$ cat src/rtl/opseq_pkg.sv
package opseq_pkg;

  typedef enum logic [2:0] {
    ST_FETCH  = 3'd0,
    ST_DECODE = 3'd1,
    ST_SRC    = 3'd2,
    ST_DST    = 3'd3,
    ST_EXEC   = 3'd4,
    ST_STORE  = 3'd5
  } stage_e;

  // stage that may be stretched by a slow device
  function automatic logic touches_bus(stage_e s);
    return (s == ST_FETCH) || (s == ST_SRC) || (s == ST_DST) || (s == ST_STORE);
  endfunction

  // successor of a stage that is not being held
  function automatic stage_e advance(stage_e s, logic si, logic di, logic dw);
    stage_e n;
    case (s)
      ST_FETCH:  n = ST_DECODE;
      ST_DECODE: n = si ? ST_SRC : (di ? ST_DST : ST_EXEC);
      ST_SRC:    n = di ? ST_DST : ST_EXEC;
      ST_DST:    n = ST_EXEC;
      ST_EXEC:   n = (di && dw) ? ST_STORE : ST_FETCH;
      default:   n = ST_FETCH;
    endcase
    return n;
  endfunction

endpackage

$ cat src/rtl/opseq_ctrl.sv
module opseq_ctrl
  import opseq_pkg::*;
(
  input  logic   clk,
  input  logic   rst_n,
  input  logic   wait_data,
  input  logic   src_ind,
  input  logic   dst_ind,
  input  logic   dst_wr,
  output stage_e stage,
  output logic   first_cyc,
  output logic   hold,
  output logic   to_store
);

  logic   si_q, di_q, dw_q;
  logic   si_use, di_use, dw_use;
  stage_e nxt;

  // flags come live from the decoder in decode, latched afterwards
  assign si_use = (stage == ST_DECODE) ? src_ind : si_q;
  assign di_use = (stage == ST_DECODE) ? dst_ind : di_q;
  assign dw_use = (stage == ST_DECODE) ? dst_wr  : dw_q;

  assign hold     = wait_data && touches_bus(stage);
  assign nxt      = hold ? stage : advance(stage, si_use, di_use, dw_use);
  assign to_store = (stage == ST_EXEC) && (nxt == ST_STORE);

  always_ff @(posedge clk) begin
    if (!rst_n) begin
      stage     <= ST_FETCH;
      first_cyc <= 1'b1;
      si_q      <= 1'b0;
      di_q      <= 1'b0;
      dw_q      <= 1'b0;
    end else begin
      stage     <= nxt;
      first_cyc <= !hold;
      if (stage == ST_DECODE) begin
        si_q <= src_ind;
        di_q <= dst_ind;
        dw_q <= dst_wr;
      end
    end
  end


  held_stage_chk: assert property (@(posedge clk) disable iff (!rst_n)
    (wait_data && touches_bus(stage)) |=> $stable(stage));

  no_stall_decode_chk: assert property (@(posedge clk) disable iff (!rst_n)
    (stage == ST_DECODE) |=> (stage != ST_DECODE));

  fetch_to_decode_chk: assert property (@(posedge clk) disable iff (!rst_n)
    (stage == ST_FETCH && !wait_data) |=> (stage == ST_DECODE));

  store_returns_chk: assert property (@(posedge clk) disable iff (!rst_n)
    (stage == ST_STORE && !wait_data) |=> (stage == ST_FETCH));

endmodule

$ cat src/rtl/opseq_dpath.sv
module opseq_dpath
  import opseq_pkg::*;
#(
  parameter int AW = 16,
  parameter int DW = 16
) (
  input  logic          clk,
  input  logic          rst_n,
  input  stage_e        stage,
  input  logic          first_cyc,
  input  logic          hold,
  input  logic          to_store,
  input  logic [AW-1:0] fetch_addr,
  input  logic [AW-1:0] src_addr,
  input  logic [AW-1:0] dst_addr,
  input  logic [DW-1:0] data_in,
  input  logic [DW-1:0] result_in,
  output logic [AW-1:0] bus_addr,
  output logic          rd_stb,
  output logic          wr_stb,
  output logic [DW-1:0] data_out,
  output logic [DW-1:0] opcode,
  output logic [DW-1:0] src_val,
  output logic [DW-1:0] dst_val
);

  logic is_read;
  logic done;

  assign is_read = (stage == ST_FETCH) || (stage == ST_SRC) || (stage == ST_DST);
  assign done    = !hold;
  assign rd_stb  = first_cyc && is_read;
  assign wr_stb  = first_cyc && (stage == ST_STORE);

  always_comb begin
    case (stage)
      ST_FETCH:         bus_addr = fetch_addr;
      ST_SRC:           bus_addr = src_addr;
      ST_DST, ST_STORE: bus_addr = dst_addr;
      default:          bus_addr = '0;
    endcase
  end

  always_ff @(posedge clk) begin
    if (!rst_n) begin
      opcode   <= '0;
      src_val  <= '0;
      dst_val  <= '0;
      data_out <= '0;
    end else begin
      if (done && stage == ST_FETCH) opcode  <= data_in;
      if (done && stage == ST_SRC)   src_val <= data_in;
      if (done && stage == ST_DST)   dst_val <= data_in;
      if (to_store)                  data_out <= result_in;
    end
  end


  one_read_chk: assert property (@(posedge clk) disable iff (!rst_n)
    (rd_stb && hold) |=> !rd_stb);

  wr_only_store_chk: assert property (@(posedge clk) disable iff (!rst_n)
    wr_stb |-> (stage == ST_STORE));

  strobe_excl_chk: assert property (@(posedge clk) disable iff (!rst_n)
    !(rd_stb && wr_stb));

  dout_held_chk: assert property (@(posedge clk) disable iff (!rst_n)
    (stage == ST_STORE) |=> $stable(data_out));

  dst_keep_chk: assert property (@(posedge clk) disable iff (!rst_n)
    (stage != ST_DST) |=> $stable(dst_val));

endmodule

$ cat src/rtl/opseq_top.sv
module opseq_top
  import opseq_pkg::*;
#(
  parameter int AW = 16,
  parameter int DW = 16
) (
  input  logic          clk,
  input  logic          rst_n,
  input  logic          wait_data,
  input  logic          src_ind,
  input  logic          dst_ind,
  input  logic          dst_wr,
  input  logic [AW-1:0] fetch_addr,
  input  logic [AW-1:0] src_addr,
  input  logic [AW-1:0] dst_addr,
  input  logic [DW-1:0] data_in,
  input  logic [DW-1:0] result_in,
  output logic [AW-1:0] bus_addr,
  output logic          rd_stb,
  output logic          wr_stb,
  output logic [DW-1:0] data_out,
  output logic [DW-1:0] opcode,
  output logic [DW-1:0] src_val,
  output logic [DW-1:0] dst_val,
  output logic [2:0]    stage
);

  stage_e cur_stage;
  logic   first_cyc;
  logic   hold;
  logic   to_store;

  opseq_ctrl u_ctrl (
    .clk       (clk),
    .rst_n     (rst_n),
    .wait_data (wait_data),
    .src_ind   (src_ind),
    .dst_ind   (dst_ind),
    .dst_wr    (dst_wr),
    .stage     (cur_stage),
    .first_cyc (first_cyc),
    .hold      (hold),
    .to_store  (to_store)
  );

  opseq_dpath #(.AW(AW), .DW(DW)) u_dpath (
    .clk        (clk),
    .rst_n      (rst_n),
    .stage      (cur_stage),
    .first_cyc  (first_cyc),
    .hold       (hold),
    .to_store   (to_store),
    .fetch_addr (fetch_addr),
    .src_addr   (src_addr),
    .dst_addr   (dst_addr),
    .data_in    (data_in),
    .result_in  (result_in),
    .bus_addr   (bus_addr),
    .rd_stb     (rd_stb),
    .wr_stb     (wr_stb),
    .data_out   (data_out),
    .opcode     (opcode),
    .src_val    (src_val),
    .dst_val    (dst_val)
  );

  assign stage = cur_stage;

endmodule

$ cat config.mk
export PLATFORM = sky130hd
export DESIGN_NAME = opseq_top
export DESIGN_NICKNAME = d
export VERILOG_FILES = /design/src/rtl/opseq_pkg.sv /design/src/rtl/opseq_ctrl.sv /design/src/rtl/opseq_dpath.sv /design/src/rtl/opseq_top.sv
export SDC_FILE = /design/constraint.sdc
export NUM_CORES = 1
export LEC_CHECK = 0
export BUFFER_PORTS_ARGS = -buffer_cell sky130_fd_sc_hd__buf_2
export CAP_MARGIN = 0
export CORE_ASPECT_RATIO = 0.5
export CORE_MARGIN = 2
export CORE_UTILIZATION = 40
export CTS_CLUSTER_DIAMETER = 60
export DETAILED_ROUTE_END_ITERATION = 16
export PLACE_DENSITY = 0.71
export SLEW_MARGIN = 20
export SYNTH_ARGS = -nofsm -noshare
export SYNTH_HDL_FRONTEND = slang
export SYNTH_HIERARCHICAL = 1
export SYNTH_SLANG_ARGS = --single-unit
$ cat constraint.sdc
create_clock -name clk -period 4.1 [get_ports clk]
set_input_delay 0.41 -clock clk [delete_from_list [all_inputs] [get_ports clk]]
set_output_delay 0.41 -clock clk [all_outputs]
set_load 0.03 [all_outputs]
==> reports/metrics.sh <==
FILLERINSTANCES=755
CLOCK_TREE.ROOT_CELL='clkbuf_16'
CRITICAL-PATH-MAX-STAGE-DELAY_NS=0.65
SYN_INST=352
SHARE_OF_THE_YOSYS_CHIP_AREA_BELONGING_TO_REGISTERS=0.411
YOSYSUNIQUECELLTYPES=33
NUM_ROWS=23
GRT_MAX_DEGREE=44
RESULT_OF_THE_RUN='complete, no violations'
LAYOUT.CELLS.NON_FILLER=627
GRT_OVERFLOW=0
SEQCELLAREA_UM2=1400
NETLIST_TOP_CELLS_COUNT='82 x mux2i_1, 70 x dfxtp_1, 69 x nand2_1'
AREA_OF_COMBINATIONAL_CELLS_WITH_MULTIPLE_INPUTS_UM2=1840
DETAIL_ROUTE.DRC_VIOLATIONS=0
WL_UM=8400
USE_MET1=0.206
PERIOD_NEEDED_NS=2.64
CLOCK_TREE_FROM_TRITONCTS='yes'
DRV_SLEW=0
WORST_TRAN_PIN_VALUE_NS=1.09
SYNTH_TOP_FAMILY_BY_AREA='multiplexers'
YOSYS.CELL_COUNT.TOP_TYPE='mux2i_1'
TRACK_USAGE=0.176
POSTSYNTH.ASYNCRESETSHARE=0
SYNTH_EDF_COUNT=0
GRT_BUSIEST_LAYER='met2'
DIE-WIDTH_UM=135
FIRST_GLOBAL_VIAS=2883
CTS-HOLD-FIX-BUFFERS=0
CLOCK-SINKS=70
LAYOUT-DRIVE-GT1-SHARE=0.386
PLACE.PORT_BUFFERS=170
CLOCK_TREE.BUFFER_DEPTH=2
POST_CTS_RESIZE_COUNT=0
YOSYS.AREA.TOP_TYPE='dfxtp_1'
GRT_PASS1_WL_UM=13500
MAX_CLOCK_FREQ_MHz=379
FINAL_NET_COUNT=596
YS.WARNINGS.COUNT=6
MIN_PERIOD_OVER_PERIOD=0.643
SLEW-LIMIT-HEADROOM=0.270
COREAREA_UM2=8140
SYNTH_MUX_AREA_FRAC=0.241
SYNTH_COMPOUND_GATE_AREA_SHARE=0.0657
FIN_HOLD_WS_NS=0.327
LEAK_PWR_nW=2.29
INITIAL_CORE_UTIL=0.419
NETLIST.AREA_LEADER.SHARE=0.411
FLOORPLAN.IO_PINS=171
DIE-HEIGHT_UM=69.3
ANTENNA-DIODE-COUNT=0
DRT_FIRST_ITER_VIOLATIONS=91
CRITPATHCAPTURETYPE='output pin'
CTS.REPORTEDPATHS.CLKPINSLEW_NS=0.06
POST_SYNTH_AND_OR_NAND_NOR_AREA_FRACTION=0.233
CLK-INSERTION-DELAY-LATE_NS=0.33
FLOORPLAN.DIE_AREA_UM2=9330
HP-CLASS='input pin to flop'
SYN_NETS=438
POSTROUTEANTENNANETS=0
CTSHTREEMAXLEVEL=3
DPL_CELL_AREA_UM2=4300
GR-USAGE-MET2=0.318
SYNTH-ADDER-AREA-SHARE=0
POSTSYNTHAREAPERCELL_UM2=9.69
CTS_SETUP_BUFFERS=0
WORST_IR_DROP_VDD_mV=0.183
GRT_ANTENNA_BEFORE_REPAIR=0
CP_SLOWEST_CELL='dfxtp_1'
PLACE_CONGESTION=0.836
POWER.DENSITY_CELL_AREA_nW_PER_UM2=434
TIMING.CRITICAL_PATH.FANOUT_MAX=19
POWER.TOTAL_mW=2.00
SYN_AREA_UM2=3410
CLOCK_SKEW_NS=0.00491
POST-PLACE-CELLS=611
GRTUSAGEMET3=0.0475
CRIT_CHAIN='buf_4, nand2b_1, o221ai_1, buf_2'
SYNTH_FF_TYPE='dfxtp_1'
CRIT_TYPE='flop to output pin'
MAXCAPVIOLCOUNT=0
TOTALNEGATIVESETUPSLACK_NS=0
SYNTHTOPCELLSBYAREA='dfxtp_1 41%, mux2i_1 24%, nand2_1 7.6%, o221ai_1 4.9%, nand4b_1 4.1%'
DRT_PASS1_ITERATIONS=4
TIMING.CRITICAL_PATH.FROM_TYPE='flop'
DETAILEDPLACEMENTHPWL_UM=6080
FLOW.AREA_GROWTH_FROM_SYNTHESIS_PCT=34.7
FINALSETUPVIOLATIONS=0
SYNTH.FF_LATCH_COUNT=70
COUNT_OF_ENDPOINTS_FAILING_HOLD_IN_THE_FINAL_TIMING_REPORT=0
POSTLAYOUTCELLAREA_UM2=4600
SYNTH-XOR-AREA-SHARE=0
WORSTPATHREQUIRED_NS=3.69
VIA_PER_INST=4.85
VIAS=3038
ROUTE.DETAILED.WL_PER_INST_UM=13.4
RSZ0062_AT_GRT='no'
WORST-ENDPOINT-ARRIVAL_NS=2.23
CTS-BUFFERS-INSERTED=9
sequential cells by signal (all words and copies together), names as in the netlist:
name / flops
u_dpath/src_val: 16
u_dpath/opcode: 16
u_ctrl/stage: 3
u_ctrl/di_q: 1
u_ctrl/dw_q: 1
u_dpath/data_out: 16
u_dpath/dst_val: 16
u_ctrl/first_cyc: 1
per-layer routing:
metal | up-vias | wire length (um)
met3 | 7 | 450
met4 | 0 | 61
met2 | 86 | 4160
li1 | 1554 | -
met5 | - | 0
met1 | 1391 | 3730
cells in the final DEF, fill, tap and decap left out, types with 2 or more instances in the layout:
master,n
clkbuf_16,9
o221ai_1,19
nor2b_1,22
inv_1,2
buf_2,170
and3_1,2
nand2b_1,17
nand4b_1,16
clkinv_4,4
mux2i_1,82
nand2_1,69
dfxtp_1,69
clkinv_2,2
buf_4,7
o21ai_0,3
or2b_1,2
area by class of cell:
cell class	count	share of cell area
flip-flops and latches	70	0.305
repair buffers	177	0.197
well taps	112	0.0305
multi-input cells	250	0.401
clock buffers	9	0.0490
clock inverters	7	0.0163
inverters	2	0.00163
per-stage QoR:
stage	util	worst slack, ns
6_report	0.564	1.46
5_1_grt	0.564	1.25
4_1_cts	0.564	1.44
3_5_place_dp	0.527	1.56
3_3_place_gp	0.527	1.60
2_1_floorplan	-	1.83
power by group:
group	internal, mW	switching [mW]	total, mW
clock network	0.472	0.291	0.763
logic	0.185	0.297	0.483
registers	0.717	0.0332	0.751
final timing paths:
check / startpoint / to / slack, ns / depth (start not counted)
worst max-delay path: u_ctrl/stage[1] / bus_addr[0] / 1.46 / 4
worst min-delay path: wait_data / u_ctrl/first_cyc / 0.33 / 2
worst max register to register: u_ctrl/stage[0] / u_dpath/src_val[15] / 1.55 / 5
worst min register to register: u_dpath/opcode[14] / u_dpath/opcode[14] / 0.45 / 2
cells by family after synthesis:
group,after synthesis
AND/OR/NAND/NOR,141
flip-flops,70
AO/OA/AOI/OAI,27
multiplexers,82
buffers and inverters,32
critical path, delay by kind of cell (launching register included):
kind / cells / cell delay (ns)
DFF: 1 / 0.65
buffers and inverters: 2 / 0.53
and+or+nand+nor: 1 / 0.35
AOI/OAI and AO/OA: 1 / 0.35
No activity file was read; power rests on OpenSTA's default activity.
